<file path="src/rtl/tmr_chan.sv">
module tmr_chan #(
  parameter int DW = 32
) (
  input  logic          clk,
  input  logic          rst_n,
  input  logic [DW-1:0] cnt_i,
  input  logic          wr_i,
  input  logic          addr_i,
  input  logic [DW-1:0] wdata_i,
  output logic [DW-1:0] rdata_o,
  output logic          irq_o
);
  localparam logic A_CFG = 1'b0;
  localparam logic A_CMP = 1'b1;

  logic          en_q, per_q, ld_q, wide_q;
  logic [DW-1:0] match_q, period_q;

  wire cfg_wr = wr_i && (addr_i == A_CFG);
  wire cmp_wr = wr_i && (addr_i == A_CMP);
  wire fire   = en_q && (cnt_i == match_q);

  always_ff @(posedge clk) begin
    if (!rst_n) begin
      en_q     <= 1'b0;
      per_q    <= 1'b0;
      ld_q     <= 1'b0;
      wide_q   <= 1'b0;
      match_q  <= '0;
      period_q <= '0;
      irq_o    <= 1'b0;
    end else begin
      irq_o <= fire;
      if (fire && per_q)
        match_q <= match_q + period_q;
      if (cfg_wr)
        {wide_q, ld_q, per_q, en_q} <= wdata_i[3:0];
      if (cmp_wr) begin
        if (ld_q) begin
          match_q <= wdata_i;
          ld_q    <= 1'b0;
        end else if (per_q) begin
          period_q <= wdata_i;
        end else begin
          match_q <= wdata_i;
        end
      end
    end
  end

  assign rdata_o = (addr_i == A_CFG) ? {{(DW-4){1'b0}}, wide_q, ld_q, per_q, en_q} : match_q;


  ld_selfclr_chk: assert property (@(posedge clk) disable iff (!rst_n)
    (cmp_wr && ld_q) |=> (!ld_q && match_q == $past(wdata_i)));


  per_keep_chk: assert property (@(posedge clk) disable iff (!rst_n)
    (cmp_wr && !ld_q && per_q && !fire) |=> (match_q == $past(match_q)));


  reload_chk: assert property (@(posedge clk) disable iff (!rst_n)
    (fire && per_q && !cmp_wr) |=> (match_q == DW'($past(match_q) + $past(period_q))));


  oneshot_keep_chk: assert property (@(posedge clk) disable iff (!rst_n)
    (fire && !per_q && !cmp_wr) |=> $stable(match_q));


  off_quiet_chk: assert property (@(posedge clk) disable iff (!rst_n)
    !en_q |=> !irq_o);
endmodule

</file>
<file path="config.mk">
export PLATFORM = sky130hd
export DESIGN_NAME = tmr_chan
export DESIGN_NICKNAME = d
export VERILOG_FILES = /design/src/rtl/tmr_chan.sv
export SDC_FILE = /design/constraint.sdc
export NUM_CORES = 1
export LEC_CHECK = 0
export BUFFER_PORTS_ARGS = -buffer_cell sky130_fd_sc_hd__clkbuf_2
export CAP_MARGIN = 15
export CORE_MARGIN = 1.5
export CORE_UTILIZATION = 45
export CTS_BUF_LIST = sky130_fd_sc_hd__clkbuf_4
export DETAILED_ROUTE_END_ITERATION = 8
export PLACE_DENSITY = 0.79
export SLEW_MARGIN = 15
export SYNTH_ARGS = -nofsm -noshare
export SYNTH_HDL_FRONTEND = slang
export SYNTH_SLANG_ARGS = --single-unit
</file>
<file path="constraint.sdc">
create_clock -name clk -period 5.2 [get_ports clk]
set_input_delay 1.04 -clock clk [delete_from_list [all_inputs] [get_ports clk]]
set_output_delay 1.04 -clock clk [all_outputs]
set_load 0.02 [all_outputs]
</file>
==> metrics <==
status finished, final reports clean; synth warn 0; Post-synth EDFFs 0; hold_buf cts 0; initial antenna violation count 0; Overall Power ~1.3 mW; Routed Wire Length 14300 µm; final worst slack 2048 ps; CP endpoint kind primary output; synthesized netlist cell count 643; worst hold margin 468.5 ps; Fmax 317.3 MHz; gr ovfl total 0; via/cell ratio 5.657; Ports 101; Fill cells 1058; setup TNS 0 ps; buffers plus inverters on the worst setup path 2; CP Class input port to primary output; post-synthesis instance area 4927 µm²; Worst Clk Skew ~18 ps; Crit Path Max Fanout 37; Routed Antenna Nets 0; Worst Tran Pin Value 890.3 ps; Hold Path Class flop to flop; row count 38; CORE AREA 10750 µm²; CP Cell Sequence clkbuf_2, mux2_2, clkbuf_2; fraction of layout cells with a size suffix above 1 0.1948; Inserted Diodes 0; clock root buffer clkbuf_4; Clock Latency Late Sink 450 ps; remaining routing DRC violations 0; WL/cell 16.37 µm; gp weighted congestion approximately 0.94; # nets final 829; TritonCTS Buffers 9; post-CTS setup buffer count 0; fin crit period between 3000 and 4000 ps; Slew Limit Fails 0; Die Area 11590 µm²; Reg clk slew, reported paths 120 ps; Critical Path AT 2110 ps; r2r worst-path depth 10; htree depth 3; maxcap violations 0; Worst Hold Path Cells 2; number of global-route vias before repair 4531; Final Hold Fails 0; DRT iter0 DRCs 426; CP max-delay cell clkbuf_2; die width 107.6 µm; Seq/Total Area, Yosys 0.2803; max incr delay on CP around 490 ps; crit-path leading delay family buffers and inverters; prevailing post-synth register cell dfxtp_1; detailed placer's ending HPWL 10700 µm; Initial Util 0.4585; Global Route Usage Sum 0.2548; Place WS ~2000 ps; Final Cycle Share 0.6061; Die Ht 107.6 µm; CP startpoint kind input port; clock buffer depth 2; Critical Path RT about 4200 ps; Post-CTS Resized 0; RSZ-0062 raised after global routing no; Pre-antenna DRT Iters 5; largest net degree at the start of global routing 53; synth-to-layout area growth 16.02%; Seq cells post-synth 69; slew margin rel. 0.4051; crit-path most repeated cell clkbuf_2; Netlist cell types slightly above 60; pwr dens about 230 nW/µm²; Leak 2.480 nW; Syn Area/Cell approximately 7.7 µm²; via count 4944; Worst path depth 3; IO Port Bufs 100; Mapped Nets between 700 and 800; Core Util, Final 0.5320; first-pass GRT wire length around 23000 µm; ys async rst share 0; setup violators final 0; CTS tree built; maximum vdd drop 0.1374 mV; clk sinks 69
power by group:
group          switching (mW)  leakage [nW]  internal, mW
clock network           0.217         0.111         0.295
logic                   0.132          1.81        0.0963
registers              0.0283         0.562         0.549
Yosys cell counts, drive strengths merged (2+ instances only):
cell type  number  share of area
a211o           2         0.0036
o2111ai         2         0.0048
and3            5         0.0069
a21o           14          0.022
xnor2          41          0.073
and2           29          0.037
mux2            7          0.016
xor2           10          0.018
dfxtp          69           0.28
o31a            2         0.0036
inv            10         0.0076
o31ai           3         0.0046
or3             4         0.0051
a21oi          90          0.092
ha             31          0.079
a31oi           5         0.0063
nand3          17          0.018
nand2          95          0.072
nor2b           4         0.0051
o21ai          26          0.027
o211ai          3         0.0046
nor2           58          0.044
buf             5         0.0071
clkbuf         24          0.020
mux2i          15          0.030
nand2b          5         0.0063
nor4            2         0.0025
nand4           9          0.013
nor3            9          0.010
o21bai          3         0.0046
a211oi         24          0.038
o21a            4         0.0061
tightest hold or removal path: cells and delay by family, from the launching register on:
kind / cells / cell delay, ps
flops: 1 / 330
compound gates: 1 / 50
simple gates: 1 / 50
kinds of logic after synthesis:
group	Yosys count	share of synthesized area
multiplexers	22	0.04647
buffers and inverters	41	0.03783
adder cells (fa/ha/maj)	32	0.08278
AO/OA/AOI/OAI	188	0.2364
AND/OR/NAND/NOR	240	0.2255
XOR/XNOR	51	0.09065
flip-flops	69	0.2803
through the flow:
step                      cell area, µm²  instances
after global routing                5717        874
after CTS                           5717        874
after floorplan                     4927        643
after global placement              5503        858
final                               5717        874
after detailed placement            5503        858
worst paths after layout:
kind	start	endpoint	slack, ps
max reg2reg	match_q[0]$_SDFF_PN0_	match_q[20]$_SDFF_PN0_	2070
min	period_q[5]$_SDFFE_PN0P_	period_q[5]$_SDFFE_PN0P_	470
max	addr_i	rdata_o[1]	2050
min reg2reg	period_q[5]$_SDFFE_PN0P_	period_q[5]$_SDFFE_PN0P_	470
layout by cell type (no fill, tap or decap), drive strengths merged, types with 3 or more instances in the layout:
cell type,synthesis,layout
a211oi,24,24
a21o,14,14
a21oi,90,90
a31oi,5,5
and2,29,29
and3,5,5
buf,5,5
bufinv,0,4
clkbuf,24,109
clkinv,1,3
dfxtp,69,69
ha,31,31
inv,10,11
mux2,7,7
mux2i,15,15
nand2,95,95
nand2b,5,5
nand3,17,17
nand4,9,9
nor2,58,58
nor2b,4,4
nor3,9,9
o211ai,3,3
o21a,4,4
o21ai,26,26
o21bai,3,3
o31ai,3,3
or3,4,4
xnor2,41,41
xor2,10,10
area by class of cell:
type,count,area [µm²],share of cell area
clock buffer,9,67.56,0.01182
clock inverter,7,146.4,0.02561
timing repair buffer,105,538.0,0.09411
tap,140,175.2,0.03064
multi-input combinational,533,3367,0.5890
sequential,69,1381,0.2416
inverter,11,41.29,0.007223
metal layers:
layer / vias to the layer above / share of wire / track usage
li1: 2441 / - / -
met1: 2239 / 0.43 / 0.3416
met2: 229 / 0.45 / 0.4045
met3: 35 / 0.086 / 0.03935
met4: 0 / 0.032 / 0.1109
met5: - / 0 / 0
sequential cells by signal, indices dropped and copies added (netlist names):
name	count
match_q	32
period_q	32
en_q	1
irq_o	1
ld_q	1
per_q	1
wide_q	1
Note: power is estimated with default switching activity, not from simulation.
